==> src/rtl/flash_erase_engine.sv <==
module flash_erase_engine #(
  parameter int DW = 16,
  parameter int CNT0 = 3,
  parameter int CNT1 = 1,
  parameter int CNT2 = 2,
  parameter int CNT3 = 1,
  parameter int SZL0 = 3,
  parameter int SZL1 = 2,
  parameter int SZL2 = 0,
  parameter int SZL3 = 1,
  parameter int WIN_CYC = 20,
  parameter int ERASE_CYC = 40,
  parameter logic [DW-1:0] INIT_BASE = 16'h3C00,
  localparam int TOTAL = (CNT0 << SZL0) + (CNT1 << SZL1) + (CNT2 << SZL2) + (CNT3 << SZL3),
  localparam int AW = $clog2(TOTAL)
) (
  input  logic          clk,
  input  logic          rst_n,
  input  logic          sec_req,
  input  logic          chip_req,
  input  logic          susp_req,
  input  logic [AW-1:0] req_addr,
  input  logic          rd_stb,
  input  logic [AW-1:0] rd_addr,
  output logic [DW-1:0] rd_data,
  output logic          busy
);
  localparam int NSEC = CNT0 + CNT1 + CNT2 + CNT3;
  localparam int SW = $clog2(NSEC + 1);
  localparam int MAXC = (WIN_CYC > ERASE_CYC) ? WIN_CYC : ERASE_CYC;
  localparam int CW = $clog2(MAXC + 1);
  localparam int CNT [4] = '{CNT0, CNT1, CNT2, CNT3};
  localparam int SZL [4] = '{SZL0, SZL1, SZL2, SZL3};

  typedef enum logic [1:0] {S_IDLE, S_WIN, S_ERS, S_SUSP} st_t;

  function automatic int sec_of(int a);
    int base = 0;
    int sb = 0;
    for (int r = 0; r < 4; r++) begin
      if (a >= base && a < base + (CNT[r] << SZL[r]))
        return sb + ((a - base) >> SZL[r]);
      base = base + (CNT[r] << SZL[r]);
      sb = sb + CNT[r];
    end
    return NSEC;
  endfunction

  function automatic logic [DW-1:0] stat(logic d6, logic d3, logic d2);
    logic [DW-1:0] v = '0;
    v[6] = d6;
    v[3] = d3;
    v[2] = d2;
    return v;
  endfunction

  st_t              state;
  logic [CW-1:0]    cnt;
  logic [NSEC-1:0]  pend;
  logic             from_win;
  logic             tog6, tog2;
  logic [DW-1:0]    mem [TOTAL];

  logic [SW-1:0]    req_sec, rd_sec;
  logic             req_ok, rd_hit, finish;
  logic [NSEC:0]    pend_x;
  logic [NSEC-1:0]  req_bit;
  logic [DW-1:0]    mem_rd;

  assign req_sec = SW'(sec_of(int'(req_addr)));
  assign rd_sec  = SW'(sec_of(int'(rd_addr)));
  assign req_ok  = int'(req_sec) < NSEC;
  assign pend_x  = {1'b0, pend};
  assign rd_hit  = pend_x[rd_sec];
  assign req_bit = req_ok ? (NSEC'(1) << req_sec) : '0;
  assign finish  = (state == S_ERS) && (cnt == CW'(ERASE_CYC - 1));
  assign mem_rd  = mem[rd_addr];
  assign busy    = (state != S_IDLE);

  always_ff @(posedge clk) begin
    if (!rst_n) begin
      state <= S_IDLE;
      cnt <= '0;
      pend <= '0;
      from_win <= 1'b0;
    end else begin
      case (state)
        S_IDLE: begin
          if (chip_req) begin
            pend <= '1;
            state <= S_ERS;
            cnt <= '0;
          end else if (sec_req && req_ok) begin
            pend <= req_bit;
            state <= S_WIN;
            cnt <= '0;
          end
        end
        S_WIN: begin
          if (susp_req) begin
            state <= S_SUSP;
            from_win <= 1'b1;
          end else if (sec_req && req_ok) begin
            pend <= pend | req_bit;
            cnt <= '0;
          end else if (cnt == CW'(WIN_CYC - 1)) begin
            state <= S_ERS;
            cnt <= '0;
          end else begin
            cnt <= cnt + CW'(1);
          end
        end
        S_ERS: begin
          if (susp_req) begin
            state <= S_SUSP;
            from_win <= 1'b0;
          end else if (finish) begin
            pend <= '0;
            state <= S_IDLE;
            cnt <= '0;
          end else begin
            cnt <= cnt + CW'(1);
          end
        end
        default: begin
          if (sec_req) begin
            state <= S_ERS;
            if (from_win) cnt <= '0;
          end
        end
      endcase
    end
  end

  always_ff @(posedge clk) begin
    if (!rst_n) begin
      for (int w = 0; w < TOTAL; w++) mem[w] <= DW'(INIT_BASE + DW'(w));
    end else if (finish) begin
      for (int w = 0; w < TOTAL; w++)
        if (pend_x[SW'(sec_of(w))]) mem[w] <= '1;
    end
  end

  always_ff @(posedge clk) begin
    if (!rst_n) begin
      rd_data <= '0;
      tog6 <= 1'b0;
      tog2 <= 1'b0;
    end else if (rd_stb) begin
      case (state)
        S_IDLE: rd_data <= mem_rd;
        S_WIN, S_ERS: begin
          rd_data <= stat(tog6, state == S_ERS, tog2);
          tog6 <= ~tog6;
          tog2 <= ~tog2;
        end
        default: begin
          if (rd_hit) begin
            rd_data <= stat(tog6, 1'b0, tog2);
            tog2 <= ~tog2;
          end else begin
            rd_data <= mem_rd;
          end
        end
      endcase
    end
  end

  a_r4_busy_has_work: assert property (@(posedge clk) disable iff (!rst_n)
    busy |-> (pend != '0));
  a_r11_idle_clear: assert property (@(posedge clk) disable iff (!rst_n)
    !busy |-> (pend == '0));
  a_r3_window_dq3_low: assert property (@(posedge clk) disable iff (!rst_n)
    (rd_stb && state == S_WIN) |=> !rd_data[3]);
  a_r5_dq7_low: assert property (@(posedge clk) disable iff (!rst_n)
    (rd_stb && (state == S_WIN || state == S_ERS)) |=> !rd_data[7]);
  a_r8_timer_frozen: assert property (@(posedge clk) disable iff (!rst_n)
    (state == S_SUSP && !sec_req) |=> $stable(cnt));
  a_r8_dq6_steady: assert property (@(posedge clk) disable iff (!rst_n)
    (state == S_SUSP) |=> $stable(tog6));
  a_r7_chip_marks_all: assert property (@(posedge clk) disable iff (!rst_n)
    (state == S_IDLE && chip_req) |=> (state == S_ERS && (&pend)));
endmodule

==> config.mk <==
export PLATFORM = sky130hd
export DESIGN_NAME = flash_erase_engine
export DESIGN_NICKNAME = d
export VERILOG_FILES = /design/src/rtl/flash_erase_engine.sv
export SDC_FILE = /design/constraint.sdc
export NUM_CORES = 1
export LEC_CHECK = 0
export BUFFER_PORTS_ARGS = -buffer_cell sky130_fd_sc_hd__buf_2
export CORE_ASPECT_RATIO = 0.7
export CORE_UTILIZATION = 35
export CTS_CLUSTER_SIZE = 40
export DETAILED_ROUTE_END_ITERATION = 10
export PLACE_DENSITY = 0.51
export RECOVER_POWER = 100
export SYNTH_ARGS = -nofsm -noshare
export SYNTH_HDL_FRONTEND = slang
export SYNTH_SLANG_ARGS = --single-unit
==> constraint.sdc <==
create_clock -name clk -period 12.54 [get_ports clk]
set_input_delay 0.627 -clock clk [delete_from_list [all_inputs] [get_ports clk]]
set_output_delay 0.627 -clock clk [all_outputs]
set_load 0.05 [all_outputs]
==> results of run 1 <==
[placed cells by master, fill, tap and decap left out, types with 6 or more instances in the layout]
| cell type | count |
|---|---|
| sky130_fd_sc_hd__buf_2 | 12 |
| sky130_fd_sc_hd__clkbuf_1 | 21 |
| sky130_fd_sc_hd__dfxtp_1 | 29 |
| sky130_fd_sc_hd__nand2b_1 | 7 |
| sky130_fd_sc_hd__edfxtp_1 | 6 |
| sky130_fd_sc_hd__nor2b_1 | 6 |
| sky130_fd_sc_hd__nand2_1 | 52 |
| sky130_fd_sc_hd__xor2_1 | 7 |
| sky130_fd_sc_hd__a21oi_1 | 28 |
| sky130_fd_sc_hd__o21ai_0 | 24 |
| sky130_fd_sc_hd__o31ai_1 | 10 |
| sky130_fd_sc_hd__o211ai_1 | 7 |
| sky130_fd_sc_hd__nor2_1 | 30 |
| sky130_fd_sc_hd__ha_1 | 51 |
| sky130_fd_sc_hd__nand3_1 | 14 |
| sky130_fd_sc_hd__mux2i_1 | 8 |
| sky130_fd_sc_hd__o21a_1 | 7 |
| sky130_fd_sc_hd__inv_1 | 39 |
| sky130_fd_sc_hd__xnor2_1 | 12 |
[cell families (layout without fill, tap and decap cells)]
kind of cell,Yosys count,in the layout,synth area share [%]
adders and majority gates,55,55,19.92
buffers and inverters,59,82,7.116
AOI/OAI and AO/OA,125,125,24.19
xor gates and xnor gates,19,19,4.616
DFF,35,35,21.10
muxes,12,12,3.471
and+or+nand+nor,142,142,19.58
[report_power, final]
part           switching [mW]  leakage [nW]  internal, mW  total, mW
logic                   0.226          1.25         0.117      0.344
registers              0.0184         0.296         0.137      0.155
clock network          0.0501        0.0838        0.0937      0.144
[registers in the layout (all words and copies together), names as in the netlist]
| name | flops |
|---|---|
| pend | 7 |
| tog6 | 1 |
| tog2 | 1 |
| state | 2 |
| rd_data | 8 |
| cnt | 6 |
| mem | 9 |
| from_win | 1 |
[worst max path at each step]
stage                 from                       to  slack [ps]  cells after the start
2_1_floorplan   rd_addr[3]        tog2$_SDFFE_PN0P_        6590                     19
3_3_place_gp    rd_addr[3]  rd_data[3]$_SDFFE_PN0P_        5990                     19
3_5_place_dp    rd_addr[3]  rd_data[0]$_SDFFE_PN0P_        5700                     19
4_1_cts         rd_addr[3]  rd_data[3]$_SDFFE_PN0P_        5970                     19
5_1_grt        req_addr[3]     pend[1]$_SDFFE_PN0P_        4260                     22
6_report       req_addr[3]     pend[1]$_SDFFE_PN0P_        5010                     22
[cell type report]
| cell class | instances | area [um^2] | share of cell area, % |
|---|---|---|---|
| clock buffers | 5 | 125.1 | 3.164 |
| clock inverters | 3 | 43.79 | 1.107 |
| inverters | 41 | 158.9 | 4.018 |
| multi-input cells | 353 | 2567 | 64.92 |
| flip-flops and latches | 35 | 760.7 | 19.23 |
| well taps | 128 | 160.2 | 4.049 |
| repair buffers | 33 | 138.9 | 3.512 |
[worst max-delay path, stage by stage]
cell	delay (ps)
sky130_fd_sc_hd__clkbuf_1	320
sky130_fd_sc_hd__inv_1	120
sky130_fd_sc_hd__ha_1	260
sky130_fd_sc_hd__nor3_1	210
sky130_fd_sc_hd__o21ai_0	100
sky130_fd_sc_hd__clkbuf_1	270
sky130_fd_sc_hd__ha_1	380
sky130_fd_sc_hd__nor3b_1	140
sky130_fd_sc_hd__o311ai_0	1240
sky130_fd_sc_hd__ha_1	370
sky130_fd_sc_hd__ha_1	240
sky130_fd_sc_hd__inv_1	50
sky130_fd_sc_hd__ha_1	150
sky130_fd_sc_hd__nor2_1	40
sky130_fd_sc_hd__a2111oi_0	770
sky130_fd_sc_hd__a211oi_1	180
sky130_fd_sc_hd__mux2i_1	260
sky130_fd_sc_hd__o21ai_0	320
sky130_fd_sc_hd__a311oi_1	710
sky130_fd_sc_hd__o2111ai_1	480
sky130_fd_sc_hd__o31ai_1	380
sky130_fd_sc_hd__nor2_1	60
[per-layer routing]
layer	vias up	GRT usage (%)	part of all wire [%]
li1	1637	-	-
met1	1535	28.91	55
met2	58	24.17	41
met3	5	2.094	3.3
met4	0	2.957	0.43
met5	-	0	0
==> flow_summary.rst, run 1 <==
.. list-table::
   :header-rows: 1

   * - Metric
     - Value
   * - Share of post-route cells with drive strength above 1
     - under 10%
   * - Global router's overall resource usage
     - 17.67%
   * - Flops & latches, synth
     - 35
   * - Relative slew margins
     - -17.86%
   * - Count of final hold-check violations
     - 0
   * - Synth cell types
     - slightly above 70
   * - Total detailed-routing wirelength
     - 8787 um
   * - Placement-stage worst setup slack
     - 5700 ps
   * - Post-Route Utilization
     - 40.22%
   * - Final WS setup
     - 5010 ps
   * - Avg WL per Cell
     - 14.69 um
   * - Critical R2R Capture
     - mem[17][10]$_DFFE_PP_
   * - Final routed DRC violation total
     - 0
   * - WHS Endpoint
     - rd_data[1]$_SDFFE_PN0P_
   * - Endpoint required time on the critical path
     - 12700 ps
   * - Floorplan die width
     - about 120 um
   * - Clock slew at reported path FFs
     - 60 ps
   * - Highest fanout seen on the critical path
     - 11
   * - Number of filler cells placed in the layout
     - 1044
   * - TritonCTS Buffers
     - 5
   * - Max_cap viols
     - 2
   * - Peak supply drop
     - 0.1232 mV
   * - Kind of start point of the critical path
     - primary input
   * - Non-filler instance count after layout
     - approximately 600
   * - Hold Path Cell Cnt
     - 2
   * - Quantity of I/O buffers inserted on ports
     - 32
   * - Number of iterations in the first detailed-routing pass
     - 5
   * - TritonCTS clock tree
     - built
   * - First-pass GRT wire length
     - between 10000 and 15000 um
   * - I/O pin count
     - 33
   * - Placed standard-cell area
     - 3835 um^2
   * - Number of cells upsized or downsized after cts
     - 0
   * - Async set-reset flop share out of synthesis
     - 0%
   * - Total number of vias
     - 3235
   * - Biggest area contributors in the synthesized netlist
     - sky130_fd_sc_hd__ha_1, sky130_fd_sc_hd__dfxtp_1, sky130_fd_sc_hd__nand2_1
   * - # setup viols final
     - 0
   * - Number of flops mapped to enable cells by yosys
     - 6
   * - Worst Hold Launch
     - rd_data[1]$_SDFFE_PN0P_
   * - Number of antenna repair diodes
     - 0
   * - Design Area, Final
     - between 3000 and 4000 um^2
   * - Pleak
     - 1.633 nW
   * - Total instance count after detailed placement
     - between 500 and 600
   * - Cell count after synthesis
     - ~450
   * - RSZ-0062 raised after global routing
     - no
   * - Outcome
     - finished, violations left
   * - Max Freq
     - 132.8 MHz
   * - Placed wire-length estimate after detailed placement
     - 6809 um
   * - Number of violations reported at the end of detailed-routing iteration 0
     - 183
   * - Failing checks
     - capacitance limit, slew limit
   * - Time the worst path needs with I/O delays and setup
     - 7530 ps
   * - Design Power
     - 642.3 uW
   * - Remaining antenna violation count after routing
     - 0
   * - Areal power density over the cells
     - 162.4 nW/um^2
   * - Y dimension of the die
     - slightly below 90 um
   * - Initial antenna violation count
     - 0
   * - Clock latency at the later pin of the worst-skew pair
     - 280 ps
   * - Most frequently used flop master after synthesis
     - sky130_fd_sc_hd__dfxtp_1
   * - Fin Hold WS
     - 454.2 ps
   * - Total number of clock tree sinks
     - 35
   * - Synthesized area per cell
     - slightly above 8 um^2
   * - Synthesized netlist net count
     - 518
   * - Area inside the core boundary
     - 9834 um^2
   * - Final weighted congestion of routability-driven global placement
     - 0.9308
   * - Post-synthesis cell area
     - approximately 3600 um^2
   * - Via count of the first global-routing pass
     - 2911
   * - Worst hold path type
     - reg -> reg
   * - Post-Route Setup TNS
     - 0 ps
   * - Capturing element type of the critical path
     - register
   * - Pin slew with the least headroom to its limit
     - 1768 ps
   * - Vias per Instance
     - 5.410
   * - Worst reg2reg path startpoint
     - cnt[0]$_SDFFE_PN0P_
   * - Leading cell type by number of instances after synthesis
     - sky130_fd_sc_hd__nand2_1
   * - Count of cells along the worst register-to-register path
     - 7
   * - Yosys top cell by area
     - sky130_fd_sc_hd__ha_1
   * - Area share of the largest cell type after synthesis
     - ~18%
   * - Starting density of the core
     - 36.65%
   * - Share of the yosys chip area belonging to registers
     - 21.10%
   * - Period utilization
     - 60.04%
   * - Reg2reg setup slack
     - 10310 ps
   * - DIE AREA
     - between 10000 and 15000 um^2
   * - Leading cell types by count after synthesis
     - sky130_fd_sc_hd__nand2_1, sky130_fd_sc_hd__ha_1, sky130_fd_sc_hd__inv_1
   * - CTS Root Cell
     - sky130_fd_sc_hd__clkbuf_16
   * - Clock Skew
     - 4.568 ps
   * - Post-CTS setup-driven buffer insertion count
     - 0
   * - Yosys Warn Count
     - 0
   * - Kind of critical path
     - in -> reg
   * - Area grow syn2layout
     - 9.719%
   * - Maximum count of clock buffers along a single path
     - 2
   * - Endpoint arrival time on the critical path
     - around 7700 ps
   * - Number of levels the H-tree was split into
     - 2
   * - Max Slew Vio Count
     - 54
   * - Number of rows in the core area
     - 30
   * - Final net count
     - 540
   * - Number of buffers inserted for hold repair after clock tree synthesis
     - 0
   * - Maximum number of pins on one net before global-route repair
     - 45
   * - Total global routing overflow
     - 0
Note: power is estimated with default switching activity, not from simulation.
==> run 2: changes to the inputs <==
--- a/config.mk
+++ b/config.mk
@@ -10,7 +10,7 @@
 export CORE_UTILIZATION = 35
 export CTS_CLUSTER_SIZE = 40
 export DETAILED_ROUTE_END_ITERATION = 10
-export PLACE_DENSITY = 0.51
+export PLACE_DENSITY = 0.53
 export RECOVER_POWER = 100
 export SYNTH_ARGS = -nofsm -noshare
 export SYNTH_HDL_FRONTEND = slang
==> constraint.sdc (replaced) <==
create_clock -name clk -period 6.3 [get_ports clk]
set_input_delay 0.315 -clock clk [delete_from_list [all_inputs] [get_ports clk]]
set_output_delay 0.315 -clock clk [all_outputs]
set_load 0.05 [all_outputs]
==> run 2 against run 1 <==
Effect of this change:
- the run still ends with capacitance limit, slew limit left
- global-route usage down 0.21 points
- clock power up 62%
- utilization up 0.32 points
- clock skew up 3.7 ps
- combinational power up 100%
- first-iteration DRC count down 2.7%
- largest power group unchanged
==> flow_summary.rst, run 2 (synthesis gave the netlist of run 1 again) <==
.. list-table::
   :header-rows: 1

   * - Metric
     - Value
   * - Global router's overall resource usage
     - 17.46% (was 17.67%)
   * - Max Slew Vio Count
     - 45 (was 54)
   * - Number of violations reported at the end of detailed-routing iteration 0
     - 178 (was 183)
   * - Relative slew margins
     - -11.49% (was -17.86%)
   * - Placed wire-length estimate after detailed placement
     - 6801 um (was 6809 um)
   * - Register area
     - 760.7 um^2 (unchanged)
   * - TritonCTS Buffers
     - 5 (unchanged)
   * - Area grow syn2layout
     - 10.59% (was 9.719%)
   * - Worst reg2reg path startpoint
     - cnt[0]$_SDFFE_PN0P_ (unchanged)
   * - Vias per Instance
     - 5.308 (was 5.410)
   * - Number of buffers inserted for hold repair after clock tree synthesis
     - 0 (unchanged)
   * - Avg WL per Cell
     - 14.42 um (was 14.69 um)
   * - Largest registers
     - mem x9, rd_data x8, pend x7 (unchanged)
   * - # setup viols final
     - 0 (unchanged)
   * - Placed standard-cell area
     - 3880 um^2 (was 3835 um^2)
   * - Number of levels the H-tree was split into
     - 2 (unchanged)
   * - Endpoint arrival time on the critical path
     - 6010 ps (was 7690 ps)
   * - Pin slew with the least headroom to its limit
     - 1672 ps (was 1768 ps)
   * - Outcome
     - finished, violations left (unchanged)
   * - Worst Hold Launch
     - susp_req (was rd_data[1]$_SDFFE_PN0P_)
   * - Number of filler cells placed in the layout
     - 1012 (was 1044)
   * - Quantity of I/O buffers inserted on ports
     - 32 (unchanged)
   * - TritonCTS clock tree
     - built (unchanged)
   * - Post-CTS setup-driven buffer insertion count
     - 0 (unchanged)
   * - Post-Route Utilization
     - 40.53% (was 40.22%)
   * - Sum of routed wire segments on met1
     - 4874 um (was 4850 um)
   * - Number of antenna repair diodes
     - 0 (unchanged)
   * - Endpoint required time on the critical path
     - 6450 ps (was 12700 ps)
   * - Maximum count of clock buffers along a single path
     - 2 (unchanged)
   * - Reg2reg setup slack
     - 4030 ps (was 10310 ps)
   * - I/O pin count
     - 33 (unchanged)
   * - Capturing element type of the critical path
     - register (unchanged)
   * - Pleak
     - 1.649 nW (was 1.633 nW)
   * - Wire length on met2
     - 3454 um (was 3609 um)
   * - Register containing the most flip-flops in the final layout
     - mem (unchanged)
   * - Total number of vias
     - 3206 (was 3235)
   * - Number of flip-flops under the largest register name
     - 9 (unchanged)
   * - Kind of start point of the critical path
     - primary input (unchanged)
   * - Number of rows in the core area
     - 30 (unchanged)
   * - Max_cap viols
     - 1 (was 2)
   * - Clock latency at the later pin of the worst-skew pair
     - 280 ps (about the same)
   * - Maximum number of pins on one net before global-route repair
     - 45 (unchanged)
   * - Clock Skew
     - 8.313 ps (was 4.568 ps)
   * - RSZ-0062 raised after global routing
     - no (unchanged)
   * - Total global routing overflow
     - 0 (unchanged)
   * - Worst hold path type
     - in -> reg (was reg -> reg)
   * - Count of final hold-check violations
     - 0 (unchanged)
   * - Count of cells along the worst register-to-register path
     - 7 (unchanged)
   * - Y dimension of the die
     - 86.91 um (unchanged)
   * - Starting density of the core
     - 36.65% (unchanged)
   * - Number of iterations in the first detailed-routing pass
     - 4 (was 5)
   * - Final weighted congestion of routability-driven global placement
     - 0.9086 (was 0.9308)
   * - Highest fanout seen on the critical path
     - 14 (was 11)
   * - WHS Endpoint
     - from_win$_SDFFE_PN0P_ (was rd_data[1]$_SDFFE_PN0P_)
   * - Initial antenna violation count
     - 0 (unchanged)
   * - Hold Path Cell Cnt
     - 3 (was 2)
   * - Post-Route Setup TNS
     - 0 ps (unchanged)
   * - Amount of wire on met3 after detailed routing
     - 344 um (was 289 um)
   * - Time the worst path needs with I/O delays and setup
     - 5866 ps
   * - Number of cells upsized or downsized after cts
     - 0 (unchanged)
   * - Final net count
     - 546 (was 540)
   * - Design Power
     - 1.242 mW (was 642.3 uW)
   * - Period utilization
     - just over 90%
   * - Peak supply drop
     - 0.2327 mV (was 0.1232 mV)
   * - Kind of critical path
     - in -> reg (unchanged)
   * - Areal power density over the cells
     - 311.4 nW/um^2 (was 162.4 nW/um^2)
   * - Commonest non-fill, non-tap cells in the layout
     - sky130_fd_sc_hd__nand2_1, sky130_fd_sc_hd__ha_1, sky130_fd_sc_hd__inv_1, sky130_fd_sc_hd__nor2_1, sky130_fd_sc_hd__dfxtp_1 (unchanged)
   * - Design Area, Final
     - 3986 um^2 (was 3955 um^2)
   * - Total number of clock tree sinks
     - 35 (unchanged)
   * - Floorplan die width
     - 123.3 um (unchanged)
   * - DIE AREA
     - 10720 um^2 (unchanged)
   * - Total detailed-routing wirelength
     - 8710 um (was 8787 um)
   * - Max Freq
     - 170.5 MHz
   * - Share of post-route cells with drive strength above 1
     - 9.874% (was 8.085%)
   * - Via count of the first global-routing pass
     - 2973 (was 2911)
   * - Final routed DRC violation total
     - 0 (unchanged)
   * - CTS Root Cell
     - sky130_fd_sc_hd__clkbuf_16 (unchanged)
   * - Fin Hold WS
     - 331.6 ps (was 454.2 ps)
   * - First-pass GRT wire length
     - 14750 um (was 14950 um)
   * - Remaining antenna violation count after routing
     - 0 (unchanged)
   * - Clock slew at reported path FFs
     - 60 ps (about the same)
   * - Area inside the core boundary
     - 9834 um^2 (unchanged)
   * - Critical R2R Capture
     - mem[23][10]$_DFFE_PP_ (was mem[17][10]$_DFFE_PP_)
   * - Failing checks
     - capacitance limit, slew limit (unchanged)
   * - Area of the multi-input gates
     - 2580 um^2 (was 2567 um^2)
   * - Highest metal layer with signal wires
     - met4 (unchanged)
   * - Most frequent standard cell in the layout excluding fill and tap cells
     - sky130_fd_sc_hd__nand2_1 (unchanged)
run 2: cell types whose count changed in the layout (fill, tap and decap cells not counted), sizes merged:
cell | previous run | this run
buf | 12 | 20
clkbuf | 26 | 24
bufinv | 1 | 0
clkinvlp | 0 | 1
run 2: metrics by stage:
step	setup slack (ps)	instances
2_1_floorplan	666.6	447
3_3_place_gp	337.4	596
3_5_place_dp	204.1	596
4_1_cts	478.4	604
5_1_grt	68.18	604
6_report	434.3	604
run 2: power breakdown:
part	leakage, nW	switching [mW]	internal, mW
logic	1.29	0.452	0.246
registers	0.296	0.0367	0.272
clock network	0.0649	0.0906	0.143
run 2: critical path: stages:
cell and delay, ps:
sky130_fd_sc_hd__buf_2 240, sky130_fd_sc_hd__inv_1 190, sky130_fd_sc_hd__ha_1 300, sky130_fd_sc_hd__o41ai_1 350
sky130_fd_sc_hd__nand3_1 170, sky130_fd_sc_hd__ha_1 360, sky130_fd_sc_hd__or3b_1 350, sky130_fd_sc_hd__a221o_2 440
sky130_fd_sc_hd__ha_1 230, sky130_fd_sc_hd__fa_1 470, sky130_fd_sc_hd__fa_1 420, sky130_fd_sc_hd__xnor2_1 190
sky130_fd_sc_hd__xnor2_1 90, sky130_fd_sc_hd__o311ai_0 790, sky130_fd_sc_hd__nand2_1 220, sky130_fd_sc_hd__mux2i_1 170
sky130_fd_sc_hd__o2bb2ai_1 190, sky130_fd_sc_hd__nor3b_2 370, sky130_fd_sc_hd__o21ai_0 140
run 2: worst max path at each step:
stage | start | end | slack (ps) | depth (start not counted)
4_1_cts | rd_addr[3] | rd_data[0]$_SDFFE_PN0P_ | 480 | 19
5_1_grt | rd_addr[3] | rd_data[13]$_SDFFE_PN0P_ | 70 | 19
2_1_floorplan | rd_addr[3] | tog2$_SDFFE_PN0P_ | 670 | 19
3_3_place_gp | rd_addr[3] | rd_data[0]$_SDFFE_PN0P_ | 340 | 19
6_report | rd_addr[3] | rd_data[1]$_SDFFE_PN0P_ | 430 | 19
3_5_place_dp | rd_addr[3] | rd_data[3]$_SDFFE_PN0P_ | 200 | 19
run 2: layer usage:
layer  track usage [%]  vias to the layer above
met5                 0                        -
met1             27.58                     1492
met2             24.58                       57
met4             2.081                        0
li1                  -                     1652
met3             3.338                        5
run 2: layout make-up:
| class | count | share of cell area (%) |
|---|---|---|
| Tap cell | 128 | 4.018 |
| Clock buffer | 5 | 3.139 |
| Timing Repair Buffer | 39 | 4.677 |
| Multi-Input combinational cell | 353 | 64.72 |
| Inverter | 41 | 3.986 |
| Sequential cell | 35 | 19.08 |
| Clock inverter | 3 | 0.3766 |
